### src/rtl/rate_meter_pkg.sv
package rate_meter_pkg;

    // Window timer states
    typedef enum logic [0:0] {
        WIN_RUN  = 1'b0,   // counting time-base ticks
        WIN_DONE = 1'b1    // one-cycle window-closed state
    } win_state_t;

endpackage

### src/rtl/rate_edge.sv
module rate_edge (
    input  logic clk,
    input  logic rst,
    input  logic sig_in,
    output logic rise
);
    logic sig_q;

    always_ff @(posedge clk) begin
        if (rst) sig_q <= 1'b0;
        else     sig_q <= sig_in;
    end

    assign rise = sig_in & ~sig_q;
endmodule

### src/rtl/rate_window_fsm.sv
module rate_window_fsm
    import rate_meter_pkg::*;
#(
    parameter int TMR_W = 16
) (
    input  logic             clk,
    input  logic             rst,
    input  logic             tick,
    input  logic [TMR_W-1:0] win_len,
    output logic             win_done
);
    localparam int EXT_W = TMR_W + 1;

    win_state_t       st_q, st_d;
    logic [TMR_W-1:0] tmr_q, tmr_d;
    logic [EXT_W-1:0] tmr_inc;
    logic             last_tick;

    assign tmr_inc   = {1'b0, tmr_q} + {{TMR_W{1'b0}}, 1'b1};
    assign last_tick = tick && (tmr_inc >= {1'b0, win_len});

    // next state and timer value
    always_comb begin
        st_d  = st_q;
        tmr_d = tmr_q;
        unique case (st_q)
            WIN_RUN: begin
                if (last_tick) begin            // transition: expire
                    st_d  = WIN_DONE;
                    tmr_d = '0;
                end else if (tick) begin
                    tmr_d = tmr_inc[TMR_W-1:0];
                end
            end
            WIN_DONE: begin                     // transition: restart
                st_d  = WIN_RUN;
                tmr_d = '0;
            end
            default: begin
                st_d  = WIN_RUN;
                tmr_d = '0;
            end
        endcase
    end

    // state register
    always_ff @(posedge clk) begin
        if (rst) begin
            st_q  <= WIN_RUN;
            tmr_q <= '0;
        end else begin
            st_q  <= st_d;
            tmr_q <= tmr_d;
        end
    end

    // outputs
    always_comb begin
        win_done = 1'b0;
        unique case (st_q)
            WIN_RUN:  win_done = 1'b0;
            WIN_DONE: win_done = 1'b1;
            default:  win_done = 1'b0;
        endcase
    end
endmodule

### src/rtl/rate_event_cnt.sv
module rate_event_cnt #(
    parameter int CNT_W = 16
) (
    input  logic             clk,
    input  logic             rst,
    input  logic             rise,
    input  logic             restart,
    output logic [CNT_W-1:0] cnt
);
    localparam logic [CNT_W-1:0] CNT_MAX = {CNT_W{1'b1}};
    localparam logic [CNT_W-1:0] CNT_ONE = {{(CNT_W-1){1'b0}}, 1'b1};

    always_ff @(posedge clk) begin
        if (rst) begin
            cnt <= '0;
        end else if (restart) begin
            cnt <= rise ? CNT_ONE : '0;     // rise at expiry opens the new window
        end else if (rise && (cnt != CNT_MAX)) begin
            cnt <= cnt + CNT_ONE;
        end
    end
endmodule

### src/rtl/rate_meter.sv
module rate_meter #(
    parameter int TMR_W = 16,
    parameter int CNT_W = 16
) (
    input  logic             clk,
    input  logic             rst,
    input  logic             tick,
    input  logic             ev_in,
    input  logic [TMR_W-1:0] win_len,
    output logic [CNT_W-1:0] rate,
    output logic             rate_upd
);
    logic             ev_rise;
    logic             win_done;
    logic [CNT_W-1:0] ev_cnt;

    rate_edge u_edge (
        .clk    (clk),
        .rst    (rst),
        .sig_in (ev_in),
        .rise   (ev_rise)
    );

    rate_window_fsm #(.TMR_W(TMR_W)) u_win (
        .clk      (clk),
        .rst      (rst),
        .tick     (tick),
        .win_len  (win_len),
        .win_done (win_done)
    );

    rate_event_cnt #(.CNT_W(CNT_W)) u_cnt (
        .clk     (clk),
        .rst     (rst),
        .rise    (ev_rise),
        .restart (win_done),
        .cnt     (ev_cnt)
    );

    always_ff @(posedge clk) begin
        if (rst) begin
            rate     <= '0;
            rate_upd <= 1'b0;
        end else begin
            rate_upd <= win_done;
            if (win_done) rate <= ev_cnt;
        end
    end
endmodule

### config.mk
export PLATFORM = sky130hd
export DESIGN_NAME = rate_meter
export DESIGN_NICKNAME = d
export VERILOG_FILES = /design/src/rtl/rate_meter_pkg.sv /design/src/rtl/rate_edge.sv /design/src/rtl/rate_window_fsm.sv /design/src/rtl/rate_event_cnt.sv /design/src/rtl/rate_meter.sv
export SDC_FILE = /design/constraint.sdc
export NUM_CORES = 1
export LEC_CHECK = 0
export BUFFER_PORTS_ARGS = -buffer_cell sky130_fd_sc_hd__buf_2
export CELL_PAD_IN_SITES_DETAIL_PLACEMENT = 1
export CELL_PAD_IN_SITES_GLOBAL_PLACEMENT = 2
export CORE_MARGIN = 2
export CORE_UTILIZATION = 34
export DETAILED_ROUTE_END_ITERATION = 6
export GPL_TIMING_DRIVEN = 0
export PLACE_DENSITY = 0.75
export SYNTH_ARGS = -nofsm -noshare
export SYNTH_HDL_FRONTEND = slang
export SYNTH_SLANG_ARGS = --single-unit
### constraint.sdc
create_clock -name clk -period 3.67 [get_ports clk]
set_clock_uncertainty 0.2 [all_clocks]
set_input_delay 0.734 -clock clk [delete_from_list [all_inputs] [get_ports clk]]
set_output_delay 0.734 -clock clk [all_outputs]
set_load 0.05 [all_outputs]
* Yosys cells after proc, flatten, opt, wreduce, memory -nomap -nowiden
Cells that the tools add are included.
** Word-level totals
- Register bits after elaboration :: 51
- Input bits :: 20
- Output and inout port bits :: 17
- Logic and storage cells :: 26
** Cells by class
- Add/sub/neg operators :: 2
- $lt $le $gt $ge :: 1
- Eq/ne operators :: 2
- Muxes and demuxes :: 9
- Bitwise operators :: 3
- Reduce and logical (&&, ||, !) cells :: 3
** Operators by type and width (count)
- $mux 16 :: 4
- $pmux 16 s2 :: 1
- $add 16x1->17 const B :: 1
- $ge 17x16->1 :: 1
- $add 16x1->16 const B :: 1
- $ne 16x16->1 const B :: 1
- $pmux 1 s2 :: 2
- $ne 3x2->1 const B :: 1
- $logic_and 1x1->1 :: 2
- $mux 1 :: 2
- $not 1->1 :: 2
- $reduce_bool 2->1 :: 1
- $and 1x1->1 :: 1

* Logic depth before layout (Yosys ltp)
Gate-level depths: netlist (run 1).
- Depth after elaboration :: 5
- Gate-level depth with buffers :: 14
- Mapped depth without buffers :: 12

* Cells and area by module
A second synthesis (run 1) with hierarchy kept.
** Unflattened totals
- Cell total of the unflattened synthesis :: 321
- Area total of the unflattened synthesis :: 2825.2 sq um
** By module, submodules not included
- rate_window_fsm :: times used 1, cells each 165, area an instance 1328.8 sq um, sequential area each 340.3 sq um
- rate_event_cnt :: times used 1, cells each 99, area an instance 840.8 sq um, sequential area each 320.3 sq um
- rate_meter :: times used 1, cells each 54, area an instance 608.1 sq um, sequential area each 340.3 sq um
- rate_edge :: times used 1, cells each 3, area an instance 47.5 sq um, sequential area each 20.0 sq um

* Least setup slack after synthesis (run 1)
No wires, ideal clock.
- Kind :: register to register
- Start point :: register u_win.tmr_q[0]
- End point :: register u_win.tmr_q[9]
- Library setup time :: 74 ps
- Arrival :: 3037 ps
- Data required time :: 3396 ps
- Slack :: 359 ps
- Stages on the path, launching flop included :: 14
- Buffers on the path :: 1
- Clock period less this slack :: 3311 ps
- Path through :: dfxtp_1 -> ha_1 -> nand3_2 -> or4_4 -> or2_2 -> nand2_1 -> ha_1 -> a21o_1 -> a21oi_1 -> o21ai_1 -> a211oi_1 -> buf_2 -> nand3_1 -> a31oi_1
** On the way
- Cells in the longest elaborated chain, start to end :: 5
- Elaborated cells on any way between the ends :: 7
- Classes of those cells :: add/sub (1); order compare (1); eq/ne (1); mux (3); reduce/logical (1)
** RTL lines
- start: declaration :: RTL line rate_window_fsm.sv:15 : logic [TMR_W-1:0] tmr_q, tmr_d;
- start signal: assignment :: RTL line rate_window_fsm.sv:53 : tmr_q <= tmr_d;
- $add 16x1->17 * :: RTL line rate_window_fsm.sv:19 : assign tmr_inc = {1'b0, tmr_q} + {{TMR_W{1'b0}}, 1'b1};
- $ge 17x16->1 :: RTL line rate_window_fsm.sv:20 : assign last_tick = tick && (tmr_inc >= {1'b0, win_len});
- $logic_and 1x1->1 :: RTL line rate_window_fsm.sv:20
- $mux 16 :: RTL line rate_window_fsm.sv:28 : if (last_tick) begin
- $pmux 16 s2 :: RTL line rate_window_fsm.sv:26 : unique case (st_q)
Every way passes the cells marked *; elsewhere a longest branch is shown, timed or not. The select of a mux whose other input is x is not followed.
A chain may end at the register's enable or synchronous reset.

* Worst setup path after layout (run 1)
- Start point :: register u_win.tmr_q[0]
- End point :: register u_win.tmr_q[4]
The elaborated chain is that of the path after synthesis.

==> results.cfg, run 1 <==
[timing]
slew_headroom_pct = 52.1
worst_pin_slew_ns = 0.716
rsz0062_at_grt = false
min_period_ns = 3.47
setup_viol = 0
hold_viol = 0
fin_crit_sh_pct = 94.5
slew_viol_final = 0
fmax_mhz = 288

[final_layout]
drive_above_1_share_pct = 17.2
seq_area_um2 = 1030
multi_input_area_um2 = 1590
utilization_pct = 41.1
syn_to_final_growth_pct = 16.6
final_nets = 416
n_fill_cell = 967
antennaDiodeCount = 0

[grt]
first_global_vias = 2378
grt_pass1_wl_um = 11600
grt_overflow = 0
antenna_found_initial = 0
grtUsageTotal_pct = 16.7
grt_max_degree = 17

[worst_setup_path]
crit_slowest_cell = or4_4
end_kind = flop
cp.required_ns = 3.66
critPathKind = reg -> reg
arrival_ns = 3.46
cpPeakStageDelay_ns = 0.60
crit_chain = ha_4 > nand3_2 > or4_4 > or2_2 > nand2_1 > ha_1 > nand3_1 > or3_1 > nor2_1 > a211oi_2 > buf_6 > a41oi_1 > o22ai_1
cp_max_fo = 10
crit_start = u_win.tmr_q[0]$_SDFFE_PP0P_
setup.worst_path.start_class = flop
reg2reg_from = u_win.tmr_q[0]$_SDFFE_PP0P_

[clock_tree]
tritoncts = yes
root_buffer = clkbuf_8
worstSkewPairLatency_ns = 0.31
clkSlewWorstSetupHoldPaths_ns = 0.10
clk_path_buf_depth = 2
clkSinkCount = 51
cts_inserted_buffers = 5
htree_num_levels = 2

[min_path]
hold_class = reg -> reg
hp-start = u_win.tmr_q[7]$_SDFFE_PP0P_

[placed_design]
io_buffer_count = 36
dp_hpwl_um = 5020
gp_congestion = 0.755

[drt]
wl_um = 6810
drc = 0
vias = 2413
dr.pass1.iters = 4
routedWlPerCell_um = 14.2
ant_nets = 0
viasPerCell = 5.02
drtIter0Drc = 45

[yosys]
synth_nets = 371
synth_cell_type_count = 39
synth_async_sr_flop_share_pct = 0
synth-seq-area-share_pct = 37.5
synth_edf_count = 0
synth_area_um2 = 2730
synth_flop_cell = dfxtp_1
synth_area_per_cell_um2 = 8.18
synth_seq_cells = 51
yosysWarnings = 0
synthCells = 333

[pwr]
p_per_area_nw_per_um2 = 309
power_uw = 981
power.leakage_uw = 0.00134
vdd_drop_max_uv = 133

[die]
ios = 37
initial_utilization_pct = 35.3
core_um2 = 7730
rows = 32
die_x_um = 93.5
die-area_um2 = 8750
die_h_um = 93.5

[status]
status = complete, no violations

[job]
maxCapViolations = 0
-- where the power goes --
group | internal [µW] | switching, µW
sequential | 557 | 5.07
clock | 154 | 200
combinational | 26.3 | 38.4
total | 738 | 243
-- cells by family after synthesis --
logic type               count (synthesis)  share of synthesized area (%)
XOR/XNOR                                20                           6.43
AO/OA/AOI/OAI                           45                           10.1
flip-flops                              51                           37.5
multiplexers                            16                           5.88
buffers and inverters                   35                           5.19
adder cells (fa/ha/maj)                 18                           8.26
AND/OR/NAND/NOR                        148                           26.6
-- worst paths after layout --
kind / endpoint / cells after the start / slack, ns
worst min-delay path: u_win.tmr_q[7]$_SDFFE_PP0P_ / 2 / 0.29
worst min register to register: u_win.tmr_q[7]$_SDFFE_PP0P_ / 2 / 0.29
worst max register to register: u_win.tmr_q[4]$_SDFFE_PP0P_ / 13 / 0.20
worst max-delay path: u_win.tmr_q[4]$_SDFFE_PP0P_ / 13 / 0.20
-- state kept, by name (all words and copies together), names as in the netlist --
signal	flops
u_win.st_q	1
u_cnt.cnt	16
rate	16
u_edge.sig_q	1
u_win.tmr_q	16
rate_upd	1
-- through the flow --
step	worst slack, ns	cell area (µm²)	instances	setup TNS [ns]	hold slack (ns)
after floorplan	0.359	2730	333	0	0.257
after global placement	-0.210	3030	471	-1.62	0.272
after detailed placement	-0.241	3030	471	-2.15	0.279
after CTS	0.0286	3160	481	0	0.297
after global routing	0.0175	3180	481	0	0.316
final	0.202	3180	481	0	0.291
-- routing by layer --
| metal | track usage (%) | vias to the layer above | part of all wire [%] |
|---|---|---|---|
| met1 | 20.7 | 1142 | 47 |
| met2 | 29.7 | 22 | 50 |
| met3 | 2.98 | 7 | 2.4 |
| met5 | 0 | - | 0 |
| li1 | - | 1242 | - |
| met4 | 4.66 | 0 | 1.1 |
-- layout by cell type, fill, tap and decap left out, types with 14 or more instances in the layout --
| cell | instances |
|---|---|
| xor2_1 | 14 |
| a21oi_1 | 15 |
| dfxtp_1 | 49 |
| nand4_1 | 18 |
| mux2i_1 | 16 |
| buf_2 | 37 |
| ha_1 | 17 |
| nor2_1 | 39 |
| inv_1 | 20 |
| nand3_1 | 15 |
| nand2_1 | 41 |
-- what timing repair did --
action	4_1_cts	5_1_grt
setup buffers	2	0
pin swaps	1	0
hold buffers	0	0
resized for setup	3	6
setup endpoints to repair	16	17
-- synth_stat cells, drive strengths merged, types with 3 or more instances --
library cell / instances / area (µm²)
a21oi: 16 / 80.1
mux2i: 16 / 160
nor2: 40 / 150
nand2: 41 / 154
nand4: 18 / 113
nand2b: 4 / 25.0
xnor2: 6 / 52.6
buf: 6 / 32.5
nand3: 16 / 85.1
clkbuf: 9 / 33.8
o22ai: 7 / 43.8
a31oi: 8 / 50.1
nor2b: 3 / 18.8
inv: 20 / 75.1
o21ai: 5 / 25.0
and3: 3 / 18.8
and4: 3 / 26.3
a21o: 3 / 22.5
dfxtp: 51 / 1020
ha: 18 / 225
xor2: 14 / 123
nor3: 3 / 15.0
or2: 7 / 43.8
-- critical path, delay by kind of cell, from the launching register on --
| family | cells | cell delay [ns] |
|---|---|---|
| adders and majority gates | 2 | 0.30 |
| buffers and inverters | 1 | 0.18 |
| AOI/OAI and AO/OA | 3 | 0.47 |
| DFF | 1 | 0.40 |
| and+or+nand+nor | 7 | 1.80 |
-- cell type report --
class                   count  share of cell area [%]
clock buffers               6                    2.60
well taps                 102                    4.02
clock inverters             2                   0.512
plain buffers              15                    2.17
repair buffers             38                    6.14
inverters                  20                    2.36
multi-input cells         247                    49.9
flip-flops and latches     51                    32.3
Note: power is estimated with default switching activity, not from simulation.
==> run 2: changes to the inputs <==
--- a/config.mk
+++ b/config.mk
@@ -5,14 +5,15 @@
 export SDC_FILE = /design/constraint.sdc
 export NUM_CORES = 1
 export LEC_CHECK = 0
+export ABC_AREA = 1
 export BUFFER_PORTS_ARGS = -buffer_cell sky130_fd_sc_hd__buf_2
 export CELL_PAD_IN_SITES_DETAIL_PLACEMENT = 1
 export CELL_PAD_IN_SITES_GLOBAL_PLACEMENT = 2
 export CORE_MARGIN = 2
-export CORE_UTILIZATION = 34
+export CORE_UTILIZATION = 31
 export DETAILED_ROUTE_END_ITERATION = 6
 export GPL_TIMING_DRIVEN = 0
-export PLACE_DENSITY = 0.75
+export PLACE_DENSITY = 0.74
 export SYNTH_ARGS = -nofsm -noshare
 export SYNTH_HDL_FRONTEND = slang
 export SYNTH_SLANG_ARGS = --single-unit
==> run 2 against run 1 <==
  * Sequential cell count stayed put
  * Die area is 16% higher
  * Core utilization is 4.9 points lower
  * Design area is 4.4% higher
  * Sequential power hardly changed
  * Global-route usage is 1.0 points lower
  * Via count is 13% higher
  * Register-to-register slack better by 0.20 ns
  * Critical path depth is 6 higher
  * Non-clock buffer count is 7 lower
  * Wire length is 11% higher
  * Area after synthesis is 6.3% higher
==> results.cfg, run 2 <==
[timing]
setup_viol = 0
holdWs_ns = 0.255
hold_viol = 0
worst_pin_slew_ns = 0.625
slew_viol_final = 0
fin_crit_sh_pct = 88.9
fmax_mhz = 306
fin_tns_setup_ns = 0
fin_ws_ns = 0.406
slew_headroom_pct = 58.2
min_period_ns = 3.26
rsz0062_at_grt = false

[yosys]
synthCells = 439
synth_flop_cell = dfxtp_1
yosysWarnings = 0
ys_top_cells_by_count = nand2_1, inv_1, nor2_1
synth_top_cell_area_share_pct = 35.2
synth_async_sr_flop_share_pct = 0
synth_edf_count = 0
yosys-top-cells-area = dfxtp_1, nand2_1, inv_1, ha_1, nor2_1
synth_area_per_cell_um2 = 6.60
synth_cell_type_count = 27
synth_most_common_cell = nand2_1
synth_nets = 477
synth.largest_area_cell = dfxtp_1
synth_area_um2 = 2900
synth-seq-area-share_pct = 35.2
synth_seq_cells = 51

[placed_design]
io_buffer_count = 36
place_ws_ns = 0.449
gp_congestion = 0.757
dp_hpwl_um = 5990
placed_cells = 586

[final_layout]
layout_common_cells = nand2_1, inv_1, nor2_1
final_nets = 520
finalNonFillerCells = 593
n_fill_cell = 1217
seq_area_um2 = 1020
layout_commonest_cell = nand2_1
multi_input_area_um2 = 1560
reg.largest.list = rate x16, u_cnt.cnt x16, u_win.tmr_q x16
antennaDiodeCount = 0
syn_to_final_growth_pct = 14.6
drive_above_1_share_pct = 12.0

[worst_setup_path]
arrival_ns = 3.29
rrSetupSlack_ns = 0.41
cp_max_fo = 10
crit_family = simple AND/OR/NAND/NOR gates
reg2reg_depth = 19
path_depth = 19
critPathKind = reg -> reg
setup.worst_path.start_class = flop
crit_slowest_cell = dfxtp_1
crit_buf_inv = 3
endpoint = u_win.tmr_q[11]$_SDFFE_PP0P_
cp.required_ns = 3.70
crit_start = u_win.tmr_q[0]$_SDFFE_PP0P_
crit_chain = ha_1 > nand3_2 > nor3_1 > nand2_1 > xor2_1 > inv_1 > ha_1 > nand2_1 > inv_1 > nand2_1 > nor2_1 > nand2_1 > nand3_1 > nor2_1 > nand2_2 > nand2_4 > buf_8 > nand2_1 > a21oi_1
reg2reg_from = u_win.tmr_q[0]$_SDFFE_PP0P_
cpPeakStageDelay_ns = 0.45
r2r_end = u_win.tmr_q[11]$_SDFFE_PP0P_
end_kind = flop
cpMostUsedCell = nand2_1

[clock_tree]
clkSlewWorstSetupHoldPaths_ns = 0.10
clkSinkCount = 51
clk_path_buf_depth = 2
cts_inserted_buffers = 5
worstSkewPairLatency_ns = 0.31
tritoncts = yes
ctsResizeCount = 0
htree_num_levels = 2
hold_buffers = 0
post_cts_buffers = 0
root_buffer = clkbuf_8

[job]
maxCapViolations = 0

[die]
core_um2 = 9150
rows = 35
ios = 37
die_x_um = 101
die_h_um = 101
initial_utilization_pct = 31.6
die-area_um2 = 10100

[grt]
first_global_vias = 2708
grtUsageTotal_pct = 15.7
use_met3_pct = 2.29
grt_overflow = 0
antenna_found_initial = 0
grt_util_met1_pct = 22.9
grt_use_met2_pct = 25.0
grt_max_degree = 15
grt-busiest-layer = met2
grt_pass1_wl_um = 12700

[pwr]
vdd_drop_max_uv = 205
p_per_area_nw_per_um2 = 309
power.leakage_uw = 0.00161

[drt]
drc = 0
dr.pass1.iters = 6
vias = 2718
wl_um = 7560
drtIter0Drc = 43
viasPerCell = 4.58
routedWlPerCell_um = 12.7
ant_nets = 0

[min_path]
hold_class = reg -> reg

[status]
status = complete, no violations
## run 2: cell count changes in the layout (fill, tap and decap cells not counted), moves of 14 or more
| cell | previous run | this run |
|---|---|---|
| nor2_1 | 39 | 53 |
| a21oi_1 | 15 | 29 |
| nand2_1 | 41 | 127 |
| mux2i_1 | 16 | 0 |
| inv_1 | 20 | 69 |
| o21ai_0 | 4 | 22 |
## run 2: worst reg2reg max path: stages, from the launching register on
cell     delay, ns
dfxtp_1       0.45
ha_1          0.24
nand3_2       0.15
nor3_1        0.37
nand2_1       0.15
xor2_1        0.22
inv_1         0.08
ha_1          0.29
nand2_1       0.07
inv_1         0.04
nand2_1       0.10
nor2_1        0.06
nand2_1       0.06
nand3_1       0.08
nor2_1        0.12
nand2_2       0.07
nand2_4       0.12
buf_8         0.15
nand2_1       0.06
a21oi_1       0.12
## run 2: layer usage
layer | wire (µm) | up-vias
met1 | 4040 | 1248
met3 | 144 | 2
met4 | 31 | 0
met2 | 3350 | 20
li1 | - | 1448
met5 | 0 | -
## run 2: logic make-up after synthesis
kind of cell	count (synthesis)	synth area share (%)
AO/OA/AOI/OAI	55	9.98
XOR/XNOR	13	3.93
adder cells (fa/ha/maj)	18	7.78
buffers and inverters	80	10.8
flip-flops	51	35.2
AND/OR/NAND/NOR	222	32.3
## run 2: how the worst min path moves through the flow
stage	from	to	slack, ns	cells past startpoint
global route	rate[0]$_SDFFE_PP0P_	rate[0]$_SDFFE_PP0P_	0.29	2
detailed placement	rate[1]$_SDFFE_PP0P_	rate[1]$_SDFFE_PP0P_	0.24	2
finish	rate[1]$_SDFFE_PP0P_	rate[1]$_SDFFE_PP0P_	0.26	2
global placement	rate[12]$_SDFFE_PP0P_	rate[12]$_SDFFE_PP0P_	0.23	2
floorplan	u_cnt.cnt[5]$_SDFFE_PP0P_	u_cnt.cnt[5]$_SDFFE_PP0P_	0.24	2
CTS	rate[1]$_SDFFE_PP0P_	rate[1]$_SDFFE_PP0P_	0.26	2
## run 2: metrics by stage
step | power [µW] | cell area, µm² | utilization, %
floorplan | 617 | 2900 | -
global placement | 646 | 3220 | 35.1
detailed placement | 649 | 3220 | 35.1
CTS | 1040 | 3320 | 36.3
global route | 1070 | 3320 | 36.3
finish | 1020 | 3320 | 36.3
## run 2: area by class of cell
type	instances	area share, %
timing repair buffer	36	5.43
tap	111	4.19
inverter	70	7.92
clock inverter	1	0.905
sequential	51	30.8
multi-input combinational	308	47.1
clock buffer	6	2.19
buffer	10	1.51
## run 2: power breakdown
group,switching (µW),total (µW),internal [µW]
sequential,4.43,561,557
combinational,48.3,73.3,25.0
clock,189,389,200
==> run 3: changes to the inputs <==
--- a/config.mk
+++ b/config.mk
@@ -13,7 +13,7 @@
 export CORE_UTILIZATION = 31
 export DETAILED_ROUTE_END_ITERATION = 6
 export GPL_TIMING_DRIVEN = 0
-export PLACE_DENSITY = 0.74
+export PLACE_DENSITY_LB_ADDON = 0.1
 export SYNTH_ARGS = -nofsm -noshare
 export SYNTH_HDL_FRONTEND = slang
 export SYNTH_SLANG_ARGS = --single-unit
==> run 3 against run 2 <==
  * Via count grew 0.15%
  * Final cell count grew 0.17%
  * Total power shrank 5.5%
  * Global-route usage shrank 0.25 points
  * Sequential share of layout area grew 0.13 points
  * Critical path depth is the same
  * First-iteration DRC count grew 9.3%
  * Largest cell class unchanged
==> results.cfg, run 3 (synthesized netlist as in run 2, its figures left out) <==
[die]
ios = 37
initial_utilization_pct = 31.6
rows = 35
die_x_um = 101
die_h_um = 101
die-area_um2 = 10100
core_um2 = 9150

[timing]
setup_viol = 0
fmax_mhz = 312
rsz0062_at_grt = false
hold_viol = 0
holdWs_ns = 0.259
min_period_ns = 3.20
worst_pin_slew_ns = 0.580
slew_headroom_pct = 61.2
fin_tns_setup_ns = 0
slew_viol_final = 0
fin_crit_sh_pct = 87.2

[final_layout]
fin_area_um2 = 3300
final_nets = 520
reg.largest.list = rate x16, u_cnt.cnt x16, u_win.tmr_q x16
layout_common_cells = nand2_1, inv_1, nor2_1
seq_area_um2 = 1020
n_fill_cell = 1218
drive_above_1_share_pct = 12.4
layout_commonest_cell = nand2_1
multi_input_area_um2 = 1560
antennaDiodeCount = 0
syn_to_final_growth_pct = 14.1
finalNonFillerCells = 594
utilization_pct = 36.1

[worst_setup_path]
rrSetupSlack_ns = 0.47
path_depth = 19
end_kind = flop
arrival_ns = 3.24
crit_slowest_cell = dfxtp_1
critPathKind = reg -> reg
cp_max_fo = 10
crit_family = simple AND/OR/NAND/NOR gates
reg2reg_depth = 19
setup.worst_path.start_class = flop
crit_chain = ha_1 > nand3_2 > nor3_1 > nand2_1 > xor2_1 > inv_1 > ha_1 > nand2_1 > inv_1 > nand2_1 > nor2_1 > nand2_1 > nand3_1 > nor2_1 > nand2_2 > nand2_4 > buf_8 > nand2_1 > a21oi_2
cp.required_ns = 3.71
cpPeakStageDelay_ns = 0.42
cpMostUsedCell = nand2_1
crit_buf_inv = 3

[grt]
use_met3_pct = 2.29
grt-busiest-layer = met2
grt_util_met1_pct = 22.9
grt_use_met2_pct = 23.8
antenna_found_initial = 0
first_global_vias = 2655
grt_pass1_wl_um = 12600
grt_overflow = 0
grtUsageTotal_pct = 15.5
grt_max_degree = 17

[drt]
viasPerCell = 4.58
drc = 0
ant_nets = 0
dr.pass1.iters = 4
wl_um = 7430
drtIter0Drc = 47
routedWlPerCell_um = 12.5
vias = 2722

[placed_design]
dp_hpwl_um = 5890
io_buffer_count = 36
placed_cells = 586
placed_area_um2 = 3220
gp_congestion = 0.830

[min_path]
holdPathStages = 2
hold_class = reg -> reg

[clock_tree]
clkSlewWorstSetupHoldPaths_ns = 0.10
clkSinkCount = 51
post_cts_buffers = 0
ctsResizeCount = 0
htree_num_levels = 2
clk_path_buf_depth = 2
hold_buffers = 0
cts_inserted_buffers = 5
worstSkewPairLatency_ns = 0.31
tritoncts = yes
root_buffer = clkbuf_8

[pwr]
vdd_drop_max_uv = 125
power.leakage_uw = 0.00160
p_per_area_nw_per_um2 = 293

[status]
status = complete, no violations

[job]
maxCapViolations = 0
-- run 3: cell types whose count changed in the layout (fill, tap and decap cells not counted) --
cell / delta
bufinv_16: -1
clkinv_2: +1
clkinvlp_4: +2
clkbuf_1: -1
-- run 3: worst register-to-register path: stages (launching register included) --
cell,delay (ns)
dfxtp_1,0.42
ha_1,0.23
nand3_2,0.15
nor3_1,0.33
nand2_1,0.15
xor2_1,0.22
inv_1,0.07
ha_1,0.29
nand2_1,0.07
inv_1,0.03
nand2_1,0.10
nor2_1,0.06
nand2_1,0.06
nand3_1,0.08
nor2_1,0.13
nand2_2,0.08
nand2_4,0.13
buf_8,0.15
nand2_1,0.06
a21oi_2,0.12
-- run 3: final timing paths --
path | start | to
setup / recovery | u_win.tmr_q[0]$_SDFFE_PP0P_ | u_win.tmr_q[13]$_SDFFE_PP0P_
hold / removal | rate[0]$_SDFFE_PP0P_ | rate[0]$_SDFFE_PP0P_
setup reg to reg | u_win.tmr_q[0]$_SDFFE_PP0P_ | u_win.tmr_q[13]$_SDFFE_PP0P_
hold reg to reg | rate[0]$_SDFFE_PP0P_ | rate[0]$_SDFFE_PP0P_
-- run 3: metrics by stage --
stage | power, µW | worst slack [ns]
4_1_cts | 989 | 0.413
2_1_floorplan | 617 | 1.03
6_report | 967 | 0.468
3_3_place_gp | 646 | 0.484
3_5_place_dp | 648 | 0.444
5_1_grt | 1020 | 0.187
-- run 3: per-layer routing --
metal / wire length (µm) / share of wire (%)
met5: 0 / 0
met4: 56 / 0.75
met3: 210 / 2.8
met2: 3130 / 42
met1: 4030 / 54
-- run 3: final cells by class --
cell class	count	share of cell area, %
buffer	10	1.51
clock inverter	3	0.606
timing repair buffer	36	5.45
multi-input combinational	308	47.3
tap	111	4.20
sequential	51	30.9
clock buffer	5	2.08
inverter	70	7.95
-- run 3: power breakdown --
| group | internal [µW] | switching (µW) | leakage [µW] | total [µW] |
|---|---|---|---|---|
| clock | 133 | 201 | 0.0000402 | 335 |
| combinational | 24.8 | 46.8 | 0.00114 | 71.6 |
| sequential | 557 | 4.13 | 0.000412 | 561 |
| total | 715 | 252 | 0.00160 | 967 |
